`config.mk`:
```
export PLATFORM = sky130hd
export DESIGN_NAME = vmem_strided_load
export DESIGN_NICKNAME = d
export VERILOG_FILES = /design/src/rtl/vmem_pkg.sv /design/src/rtl/vmem_bank.sv /design/src/rtl/vmem_issue.sv /design/src/rtl/vmem_collect.sv /design/src/rtl/vmem_strided_load.sv
export SDC_FILE = /design/constraint.sdc
export NUM_CORES = 1
export LEC_CHECK = 0
export BUFFER_PORTS_ARGS = -buffer_cell sky130_fd_sc_hd__buf_4
export CAP_MARGIN = 20
export CELL_PAD_IN_SITES_DETAIL_PLACEMENT = 1
export CELL_PAD_IN_SITES_GLOBAL_PLACEMENT = 1
export CORE_MARGIN = 1
export CORE_UTILIZATION = 50
export CTS_BUF_LIST = sky130_fd_sc_hd__clkbuf_2 sky130_fd_sc_hd__clkbuf_4 sky130_fd_sc_hd__clkbuf_8
export DETAILED_ROUTE_END_ITERATION = 8
export MAX_ROUTING_LAYER = met4
export PLACE_DENSITY = 0.85
export SLEW_MARGIN = 25
export SYNTH_ARGS = -nofsm -noshare
export SYNTH_HDL_FRONTEND = slang
export SYNTH_SLANG_ARGS = --single-unit
```
`constraint.sdc`:
```
create_clock -name clk -period 3 [get_ports clk]
set_clock_uncertainty 0.2 [all_clocks]
set_input_delay 0.45 -clock clk [delete_from_list [all_inputs] [get_ports clk]]
set_output_delay 0.45 -clock clk [all_outputs]
set_load 0.01 [all_outputs]
```
`src/rtl/vmem_pkg.sv`:
```
// Shared constants and types of the strided vector load engine.
// Assumes: memory image width is twice the address width, address width <= 32.
package vmem_pkg;

    // Key folded into the low half of every word of the read-only image.
    localparam logic [31:0] IMAGE_KEY = 32'h5A3C_96E1;

    // Engine phase seen at the top level.
    typedef enum logic {
        ENG_IDLE = 1'b0,
        ENG_RUN  = 1'b1
    } eng_state_e;

endpackage

```
`src/rtl/vmem_bank.sv`:
```
// One memory bank with a fixed access latency.
// Accepts a request only while free. Stays busy for LATENCY cycles and
// presents the word one cycle before it becomes free again, so that the
// collector registers it exactly LATENCY edges after acceptance.
// Assumes: LATENCY >= 2; the caller never drives acc_valid while free is low.
module vmem_bank #(
    parameter int unsigned ADDR_W  = 16,
    parameter int unsigned DATA_W  = 32,
    parameter int unsigned IDX_W   = 8,
    parameter int unsigned LATENCY = 6
) (
    input  logic              clk,
    input  logic              rst_n,
    input  logic              acc_valid,
    input  logic [ADDR_W-1:0] acc_addr,
    input  logic [IDX_W-1:0]  acc_idx,
    output logic              free,
    output logic              rsp_valid,
    output logic [DATA_W-1:0] rsp_data,
    output logic [IDX_W-1:0]  rsp_idx
);
    import vmem_pkg::*;

    localparam int unsigned WAIT_W = $clog2(LATENCY + 1);
    localparam logic [WAIT_W-1:0] WAIT_LOAD = WAIT_W'(LATENCY - 1);
    localparam logic [WAIT_W-1:0] WAIT_ONE  = WAIT_W'(1);

    logic [WAIT_W-1:0] wait_q;
    logic [ADDR_W-1:0] addr_q;
    logic [IDX_W-1:0]  idx_q;
    logic [DATA_W-1:0] image_word;

    // Computed read-only image: inverted address above, keyed address below.
    assign image_word = {~addr_q, addr_q ^ IMAGE_KEY[ADDR_W-1:0]};
    assign free       = (wait_q == '0);

    // Occupancy countdown and capture of the accepted request.
    always_ff @(posedge clk) begin
        if (!rst_n) begin
            wait_q <= '0;
            addr_q <= '0;
            idx_q  <= '0;
        end else if (acc_valid) begin
            wait_q <= WAIT_LOAD;
            addr_q <= acc_addr;
            idx_q  <= acc_idx;
        end else if (wait_q != '0) begin
            wait_q <= wait_q - 1'b1;
        end
    end

    // Response register, loaded on the last busy cycle.
    always_ff @(posedge clk) begin
        if (!rst_n) begin
            rsp_valid <= 1'b0;
            rsp_data  <= '0;
            rsp_idx   <= '0;
        end else begin
            rsp_valid <= (wait_q == WAIT_ONE);
            rsp_data  <= image_word;
            rsp_idx   <= idx_q;
        end
    end

endmodule

```
`src/rtl/vmem_issue.sv`:
```
// Strided address walker and request issuer.
// Holds the next element's address. Each cycle it sends that element to its
// bank if the bank is free, and otherwise waits and counts a stall.
// Assumes: NUM_BANKS is a power of two >= 2; launch only while inactive.
module vmem_issue #(
    parameter int unsigned ADDR_W    = 16,
    parameter int unsigned IDX_W     = 8,
    parameter int unsigned NUM_BANKS = 8,
    parameter int unsigned STALL_W   = 16
) (
    input  logic                 clk,
    input  logic                 rst_n,
    input  logic                 launch,
    input  logic                 clear,
    input  logic [ADDR_W-1:0]    base,
    input  logic [ADDR_W-1:0]    step,
    input  logic [IDX_W-1:0]     count,
    input  logic [NUM_BANKS-1:0] bank_free,
    output logic                 req_valid,
    output logic [$clog2(NUM_BANKS)-1:0] req_bank,
    output logic [ADDR_W-1:0]    req_addr,
    output logic [IDX_W-1:0]     req_idx,
    output logic                 active,
    output logic [STALL_W-1:0]   stall_count
);
    localparam int unsigned BANK_W = $clog2(NUM_BANKS);

    logic              active_q;
    logic [ADDR_W-1:0] addr_q;
    logic [ADDR_W-1:0] step_q;
    logic [IDX_W-1:0]  idx_q;
    logic [IDX_W-1:0]  last_q;
    logic [BANK_W-1:0] target;
    logic              blocked;

    // Bank select from the low address bits; request goes out when free.
    always_comb begin
        target    = addr_q[BANK_W-1:0];
        blocked   = active_q && !bank_free[target];
        req_valid = active_q && bank_free[target];
        req_bank  = target;
        req_addr  = addr_q;
        req_idx   = idx_q;
        active    = active_q;
    end

    // Walk the address sequence and retire after the last element issues.
    always_ff @(posedge clk) begin
        if (!rst_n) begin
            active_q <= 1'b0;
            addr_q   <= '0;
            step_q   <= '0;
            idx_q    <= '0;
            last_q   <= '0;
        end else if (launch) begin
            active_q <= 1'b1;
            addr_q   <= base;
            step_q   <= step;
            idx_q    <= '0;
            last_q   <= count - 1'b1;
        end else if (req_valid) begin
            addr_q <= addr_q + step_q;
            idx_q  <= idx_q + 1'b1;
            if (idx_q == last_q) begin
                active_q <= 1'b0;
            end
        end
    end

    // Count cycles lost to a busy target bank.
    always_ff @(posedge clk) begin
        if (!rst_n) begin
            stall_count <= '0;
        end else if (clear) begin
            stall_count <= '0;
        end else if (blocked) begin
            stall_count <= stall_count + 1'b1;
        end
    end

endmodule

```
`src/rtl/vmem_collect.sv`:
```
// Merges the bank responses into one in-order output stream.
// Fixed latency and one issue per cycle mean responses already arrive in
// request order, at most one per cycle, so a plain OR-merge suffices.
// Assumes: at most one rsp_valid bit is set in any cycle.
module vmem_collect #(
    parameter int unsigned DATA_W    = 32,
    parameter int unsigned IDX_W     = 8,
    parameter int unsigned NUM_BANKS = 8
) (
    input  logic                              clk,
    input  logic                              rst_n,
    input  logic [NUM_BANKS-1:0]              rsp_valid,
    input  logic [NUM_BANKS-1:0][DATA_W-1:0]  rsp_data,
    input  logic [NUM_BANKS-1:0][IDX_W-1:0]   rsp_idx,
    input  logic [IDX_W-1:0]                  last_idx,
    output logic                              final_seen,
    output logic                              out_valid,
    output logic [DATA_W-1:0]                 out_data,
    output logic [IDX_W-1:0]                  out_index,
    output logic                              out_last
);
    logic              any_rsp;
    logic [DATA_W-1:0] sel_data;
    logic [IDX_W-1:0]  sel_idx;

    // OR-merge of the single active bank response.
    always_comb begin
        sel_data = '0;
        sel_idx  = '0;
        for (int b = 0; b < int'(NUM_BANKS); b++) begin
            if (rsp_valid[b]) begin
                sel_data = sel_data | rsp_data[b];
                sel_idx  = sel_idx | rsp_idx[b];
            end
        end
        any_rsp    = |rsp_valid;
        final_seen = any_rsp && (sel_idx == last_idx);
    end

    // Output register stage.
    always_ff @(posedge clk) begin
        if (!rst_n) begin
            out_valid <= 1'b0;
            out_data  <= '0;
            out_index <= '0;
            out_last  <= 1'b0;
        end else begin
            out_valid <= any_rsp;
            out_data  <= sel_data;
            out_index <= sel_idx;
            out_last  <= final_seen;
        end
    end

endmodule

```
`src/rtl/vmem_strided_load.sv`:
```
// Top of the interleaved multi-bank strided vector load engine.
// Accepts a load while idle, issues elements round the banks and returns
// them in order. Busy ends with the cycle in which the final element shows.
// Assumes: NUM_BANKS a power of two >= 2, LATENCY >= 2, ADDR_W <= 32.
module vmem_strided_load #(
    parameter int unsigned ADDR_W    = 16,
    parameter int unsigned IDX_W     = 8,
    parameter int unsigned NUM_BANKS = 8,
    parameter int unsigned LATENCY   = 6,
    parameter int unsigned STALL_W   = 16
) (
    input  logic                  clk,
    input  logic                  rst_n,
    input  logic                  start,
    input  logic [ADDR_W-1:0]     base_addr,
    input  logic [ADDR_W-1:0]     stride,
    input  logic [IDX_W-1:0]      elem_count,
    output logic                  busy,
    output logic                  out_valid,
    output logic [2*ADDR_W-1:0]   out_data,
    output logic [IDX_W-1:0]      out_index,
    output logic                  done,
    output logic [STALL_W-1:0]    stall_count
);
    import vmem_pkg::*;

    localparam int unsigned DATA_W = 2 * ADDR_W;
    localparam int unsigned BANK_W = $clog2(NUM_BANKS);

    eng_state_e                      state_q;
    logic                            accept;
    logic                            launch;
    logic [IDX_W-1:0]                last_idx_q;
    logic                            req_valid;
    logic [BANK_W-1:0]               req_bank;
    logic [ADDR_W-1:0]               req_addr;
    logic [IDX_W-1:0]                req_idx;
    logic                            eng_active;
    logic [NUM_BANKS-1:0]            bank_free;
    logic [NUM_BANKS-1:0]            rsp_valid;
    logic [NUM_BANKS-1:0][DATA_W-1:0] rsp_data;
    logic [NUM_BANKS-1:0][IDX_W-1:0]  rsp_idx;
    logic                            final_seen;
    logic                            out_last;

    assign accept = start && (state_q == ENG_IDLE);
    assign launch = accept && (elem_count != '0);
    assign busy   = (state_q == ENG_RUN);
    assign done   = out_last;

    // Phase control: run from launch until the final element is merged.
    always_ff @(posedge clk) begin
        if (!rst_n) begin
            state_q    <= ENG_IDLE;
            last_idx_q <= '0;
        end else if (launch) begin
            state_q    <= ENG_RUN;
            last_idx_q <= elem_count - 1'b1;
        end else if (state_q == ENG_RUN && final_seen) begin
            state_q <= ENG_IDLE;
        end
    end

    vmem_issue #(
        .ADDR_W   (ADDR_W),
        .IDX_W    (IDX_W),
        .NUM_BANKS(NUM_BANKS),
        .STALL_W  (STALL_W)
    ) issue_i (
        .clk        (clk),
        .rst_n      (rst_n),
        .launch     (launch),
        .clear      (accept),
        .base       (base_addr),
        .step       (stride),
        .count      (elem_count),
        .bank_free  (bank_free),
        .req_valid  (req_valid),
        .req_bank   (req_bank),
        .req_addr   (req_addr),
        .req_idx    (req_idx),
        .active     (eng_active),
        .stall_count(stall_count)
    );

    // One bank per low-address value.
    for (genvar g = 0; g < int'(NUM_BANKS); g++) begin : g_bank
        logic hit;
        assign hit = req_valid && (req_bank == BANK_W'(g));

        vmem_bank #(
            .ADDR_W (ADDR_W),
            .DATA_W (DATA_W),
            .IDX_W  (IDX_W),
            .LATENCY(LATENCY)
        ) bank_i (
            .clk      (clk),
            .rst_n    (rst_n),
            .acc_valid(hit),
            .acc_addr (req_addr),
            .acc_idx  (req_idx),
            .free     (bank_free[g]),
            .rsp_valid(rsp_valid[g]),
            .rsp_data (rsp_data[g]),
            .rsp_idx  (rsp_idx[g])
        );
    end

    vmem_collect #(
        .DATA_W   (DATA_W),
        .IDX_W    (IDX_W),
        .NUM_BANKS(NUM_BANKS)
    ) collect_i (
        .clk       (clk),
        .rst_n     (rst_n),
        .rsp_valid (rsp_valid),
        .rsp_data  (rsp_data),
        .rsp_idx   (rsp_idx),
        .last_idx  (last_idx_q),
        .final_seen(final_seen),
        .out_valid (out_valid),
        .out_data  (out_data),
        .out_index (out_index),
        .out_last  (out_last)
    );

endmodule

```
-- Word-level counts from Yosys, hierarchy flattened
Index checks and enable logic that the tools add are counted.
- register bits after elaboration: 652
- bits of input ports: 43
- word-level logic and storage cells: 226
- add/subtract/negate cells: 12
- order comparisons: 1
- equal/unequal tests: 17
- mux-type cells: 41
- bitwise gates (word level): 32
- reductions and logical operators: 56
- operators by type and width (kind ; count):
    2-to-1 mux 32 bit ; 8
    OR 32 bit ; 7
    inverter 16 bit ; 8
    2-to-1 mux 8 bit ; 8
    inverter 8 bit ; 8
    OR 8 bit ; 7
    2-to-1 mux 3 bit ; 16
    2-to-1 mux 16 bit ; 2
    == test 3 x 1 -> 1 bit (second input constant) ; 9
    logical NOT 3 bit ; 9
    nonzero test 3 bit ; 8
    subtractor 3 x 1 -> 3 bit (second input constant) ; 8
    nonzero test 2 bit ; 11
    OR reduction 2 bit ; 10
    adder 16 x 1 -> 16 bit (second input constant) ; 1
    adder 16 bit ; 1
    == test 8 bit ; 2
    logical AND 1 bit ; 14
    == test 3 bit (second input constant) ; 4
    adder 8 x 1 -> 8 bit (second input constant) ; 1
    nonzero test 8 bit ; 1
    OR reduction 8 bit ; 1
    subtractor 8 x 1 -> 8 bit (second input constant) ; 1
    == test 3 x 2 -> 1 bit (second input constant) ; 2
    6 further kinds ; 12

-- Logic depth before layout (Yosys ltp)
- depth after elaboration: 20
- mapped depth: 12
- mapped depth without buffers: 10

-- Hierarchy
From an unflattened synthesis, not the netlist that was laid out.
- cells, all modules: 2166
- area total of the unflattened synthesis: 22525.4 um^2
- modules (own cells, without submodules) (module ; times used ; cells an instance ; area each (um^2)):
    vmem_bank ; 8 ; 174 ; 1959.4
    vmem_issue ; 1 ; 407 ; 3540.9
    vmem_collect ; 1 ; 304 ; 2778.9
    vmem_strided_load ; 1 ; 63 ; 530.5

-- Worst setup path before layout
Ideal clock, no wire load.
- path type: register to register
- start: register issue_i.addr_q[0], in the netlist issue_i.req_addr[0]
- end: register issue_i.addr_q[14], in the netlist issue_i.req_addr[14]
- library setup time: 0.091 ns
- arrival time: 2.330 ns
- path slack: 0.379 ns
- stages on the path, launching flop included: 11
- period minus slack after synthesis: 2.621 ns
- path through: dfxtp_1 ha_1 inv_1 fa_1 nor2b_1 o21ai_0 a21oi_1 o211ai_1 a21oi_1 mux2_2 a311oi_1
- longest elaborated chain between the ends: 4
- ends and longest elaborated chain (element ; RTL line ; RTL):
    from (decl) ; vmem_issue.sv:29 ; logic [ADDR_W-1:0] addr_q;
    from (signal assigned) ; vmem_issue.sv:57 ; addr_q <= base;
    from (signal assigned) ; vmem_issue.sv:62 ; addr_q <= addr_q + step_q;
    parallel branches: the longest is 4 deep, another holds adder 16 bit ; n/a ;
Several ways; the timed one is not identified. The select of a mux whose other input is x is not followed.
A chain may end at the register's enable or synchronous reset.

-- Worst setup path in the final report
- start: register g_bank[5].bank_i.wait_q[0]
- end: register g_bank[1].bank_i.addr_q[8]
- longest elaborated chain between the ends: 5
- ends and longest elaborated chain (element ; RTL line ; RTL):
    from (decl) ; vmem_bank.sv:28 ; logic [WAIT_W-1:0] wait_q;
    from (signal assigned) ; vmem_bank.sv:48 ; wait_q <= wait_q - 1'b1;
    logical NOT 3 bit ; vmem_bank.sv:35 ; assign free = (wait_q == '0);
    binary-select mux 1 bit (select 3 bit) ; vmem_issue.sv:40 ; req_valid = active_q && bank_free[target];
    2-to-1 mux 1 bit (implied by the code) ; vmem_issue.sv:40 ;
    logical AND 1 bit ; vmem_issue.sv:40 ;
    logical AND 1 bit ; vmem_strided_load.sv:89 ; assign hit = req_valid && (req_bank == BANK_W'(g));
    to (signal assigned) ; vmem_bank.sv:45 ; addr_q <= acc_addr;
    to (decl) ; vmem_bank.sv:29 ; logic [ADDR_W-1:0] addr_q;
No other way between the ends. The select of a mux whose other input is x is not followed.

==> results.json <==
{
  "ys_seq_area_frac": 0.575,
  "final-hold-violation-count": 0,
  "cts_buffers": 92,
  "cts.sinks": 580,
  "fin_crit_sh": 0.970,
  "final_net_count": 2212,
  "arrival_ns": 3.27,
  "finalSetupViolations": 0,
  "grt_max_degree": 127,
  "cts_max_level": 3,
  "gp_congestion": 0.805,
  "first_global_vias": 17548,
  "fin_area_um2": 24000,
  "syn_avg_cell_area_um2": 10.2,
  "drt_iter0_markers": 1162,
  "clk_latency_ns": 0.68,
  "cts_tree": "done",
  "fillers": 4286,
  "ys_ff_latch": 580,
  "wl_um": 65500,
  "io_pins": 102,
  "synthesis.nets": 2075,
  "std_cell_rows": 73,
  "p_leak_nw": 9.89,
  "yosys.area.top_type": "dfxtp_1",
  "antenna_found_initial": 1,
  "async_flop_share": 0,
  "cts.path.max_buffers": 3,
  "gr-usage-all-layers": 0.328,
  "antenna_left": 0,
  "area_delta_synth_final_pct": 18.6,
  "slowest_delay_ns": 0.41,
  "synth_area_leaders": "dfxtp_1 57%, a22oi_1 4.8%, a22o_1 4.6%",
  "powerDensity_nw_per_um2": 790,
  "dieArea_um2": 41200,
  "die_x_um": 203,
  "port-buffer-count": 101,
  "fin_crit_ns": 2.91,
  "coreArea_um2": 39800,
  "placed_area_um2": 21500,
  "cp_cell_sequence": "inv_1 > ha_1 > nor2b_2 > a211oi_2 > nor2_4 > o21ai_4 > or3_1 > buf_6 > nand2_1 > a21oi_1",
  "drv_slew": 0,
  "cts_root_buf": "clkbuf_8",
  "dr_total_vias": 16059,
  "synth_top_area_frac": 0.575,
  "grt_first_pass_wirelength_um": 101000,
  "cts.clk_slew.worst_paths_ns": 0.07,
  "syn_inst": 1988,
  "tightestPinTransition_ns": 0.864,
  "relSlewSlack": 0.423,
  "gr-total-overflow": 0,
  "wl_per_cell_um": 24.0,
  "synth_edf_count": 0,
  "start_util": 0.507,
  "maxCapViolations": 0,
  "synth_ff_type": "dfxtp_1",
  "synth_cell_types": 65,
  "synth_area_um2": 20200,
  "dr.pass1.iters": 7,
  "required_ns": 3.37,
  "drc": 0,
  "dpl.hpwl_um": 35100,
  "min_path_type": "input pin to flop",
  "die_height_um": 203,
  "via_per_inst": 5.90,
  "critPathLaunchType": "flop",
  "fmax_ghz": 0.344,
  "tns_ns": 0,
  "outcome": "completed",
  "yosysWarnings": 0,
  "irDropWorstVdd_v": 0.000500,
  "slowest_stage": "a211oi_2",
  "crit_type": "flop to flop",
  "endpoint_kind": "flop",
  "layout-drive-gt1-share": 0.166,
  "path_max_fanout": 19
}
metrics by stage:
step	utilization	std cells	hold WS, ns	setup WS, ns	power (mW)
6_report	0.602	2723	0.0519	0.0909	18.9
5_1_grt	0.602	2723	0.0489	-0.00883	19.6
4_1_cts	0.601	2720	0.00926	0.0649	18.9
3_5_place_dp	0.541	2515	0.197	0.101	11.6
3_3_place_gp	0.541	2515	0.188	0.205	11.4
2_1_floorplan	-	1988	0.184	0.379	10.4
critical path: cells and delay by family, from the launching register on:
family,cells,cell delay [ns]
compound gates,3,0.98
buf+inv,2,0.39
flops,1,0.37
fa+ha+maj,1,0.23
simple gates,4,0.62
placed cells by master (no fill, tap or decap), drive strengths merged, types with 18 or more instances in the layout:
cell,count
buf,158
nor2,237
mux2i,30
xnor2,18
a22oi,129
a21oi,93
and2,144
xor2,40
inv,29
ha,43
dlygate4sd3,39
a41oi,24
clkbuf,151
a22o,105
dfxtp,580
nand2,171
state kept, by name (all words and copies together), names as in the netlist, 8 cells and up:
register and flops:
g_bank.bank_i.rsp_data 192, g_bank.bank_i.addr_q 128, g_bank.bank_i.idx_q 64, g_bank.bank_i.rsp_idx 64, collect_i.out_data 24, g_bank.bank_i.wait_q 24
issue_i.req_addr 16, issue_i.stall_count 16, issue_i.step_q 16, collect_i.out_index 8, g_bank.bank_i.rsp_valid 8, issue_i.last_q 8
issue_i.req_idx 8
layer usage:
layer  share of wire  wire (um)  vias up  track usage
li1                -          -     7142            -
met1            0.39      25600     8048        0.373
met2            0.50      32500      642        0.553
met3           0.070       4600      227       0.0640
met4           0.044       2850        0        0.160
met5               0          0        -            -
layout make-up:
class,count,area (um^2),area share
clock inverter,15,115,0.00480
timing repair buffer,197,1760,0.0734
tap,525,657,0.0274
antenna,1,2.50,0.000104
sequential,580,11600,0.484
clock buffer,151,1880,0.0784
inverter,27,109,0.00454
multi-input combinational,1227,7840,0.327
cells in the mapped netlist, types with 7 or more instances:
master / n
a22oi_1: 129
a22o_1: 105
nor2_1: 230
o21ai_0: 16
inv_1: 27
a311oi_1: 7
a211oi_1: 10
nand2b_1: 11
nor3_1: 10
dfxtp_1: 580
xor2_1: 40
or2_2: 7
a41oi_1: 24
and2_1: 144
nand2_1: 170
mux2i_1: 30
buf_4: 13
nor2b_1: 8
xnor2_1: 18
a21o_1: 8
buf_2: 16
nand3_1: 14
ha_1: 43
a21oi_1: 92
nand4_1: 17
buf_6: 10
clkbuf_1: 110
and3_1: 13
nor4_1: 8
kinds of logic after synthesis:
kind of cell	synth area share
xor gates and xnor gates	0.0251
muxes	0.0154
DFF	0.575
and+or+nand+nor	0.158
adders and majority gates	0.0276
AOI/OAI and AO/OA	0.159
buffers and inverters	0.0408
worst paths after layout:
| check | from | end | slack (ns) | depth (start not counted) |
|---|---|---|---|---|
| hold reg to reg | g_bank[4].bank_i.addr_q[9] | g_bank[4].bank_i.rsp_data[25] | 0.21 | 1 |
| setup reg to reg | g_bank[5].bank_i.wait_q[0] | g_bank[1].bank_i.addr_q[8] | 0.09 | 10 |
| setup / recovery | g_bank[5].bank_i.wait_q[0] | g_bank[1].bank_i.addr_q[8] | 0.09 | 10 |
| hold / removal | elem_count[1] | issue_i.last_q[1] | 0.05 | 4 |
power breakdown:
group / switching (mW) / internal [mW] / leakage (nW)
combinational: 1.89 / 1.17 / 4.09
sequential: 0.461 / 8.15 / 4.74
clock: 3.22 / 4.04 / 1.06
total: 5.57 / 13.4 / 9.89
repair_timing:
item | in CTS | in global routing
endpoints found under the setup margin | 0 | 34
gates resized for setup | 0 | 9
buffers inserted | 0 | 2
hold buffers | 39 | 0
hold endpoints to repair | 38 | 0
(Power assumes the default switching activity.)
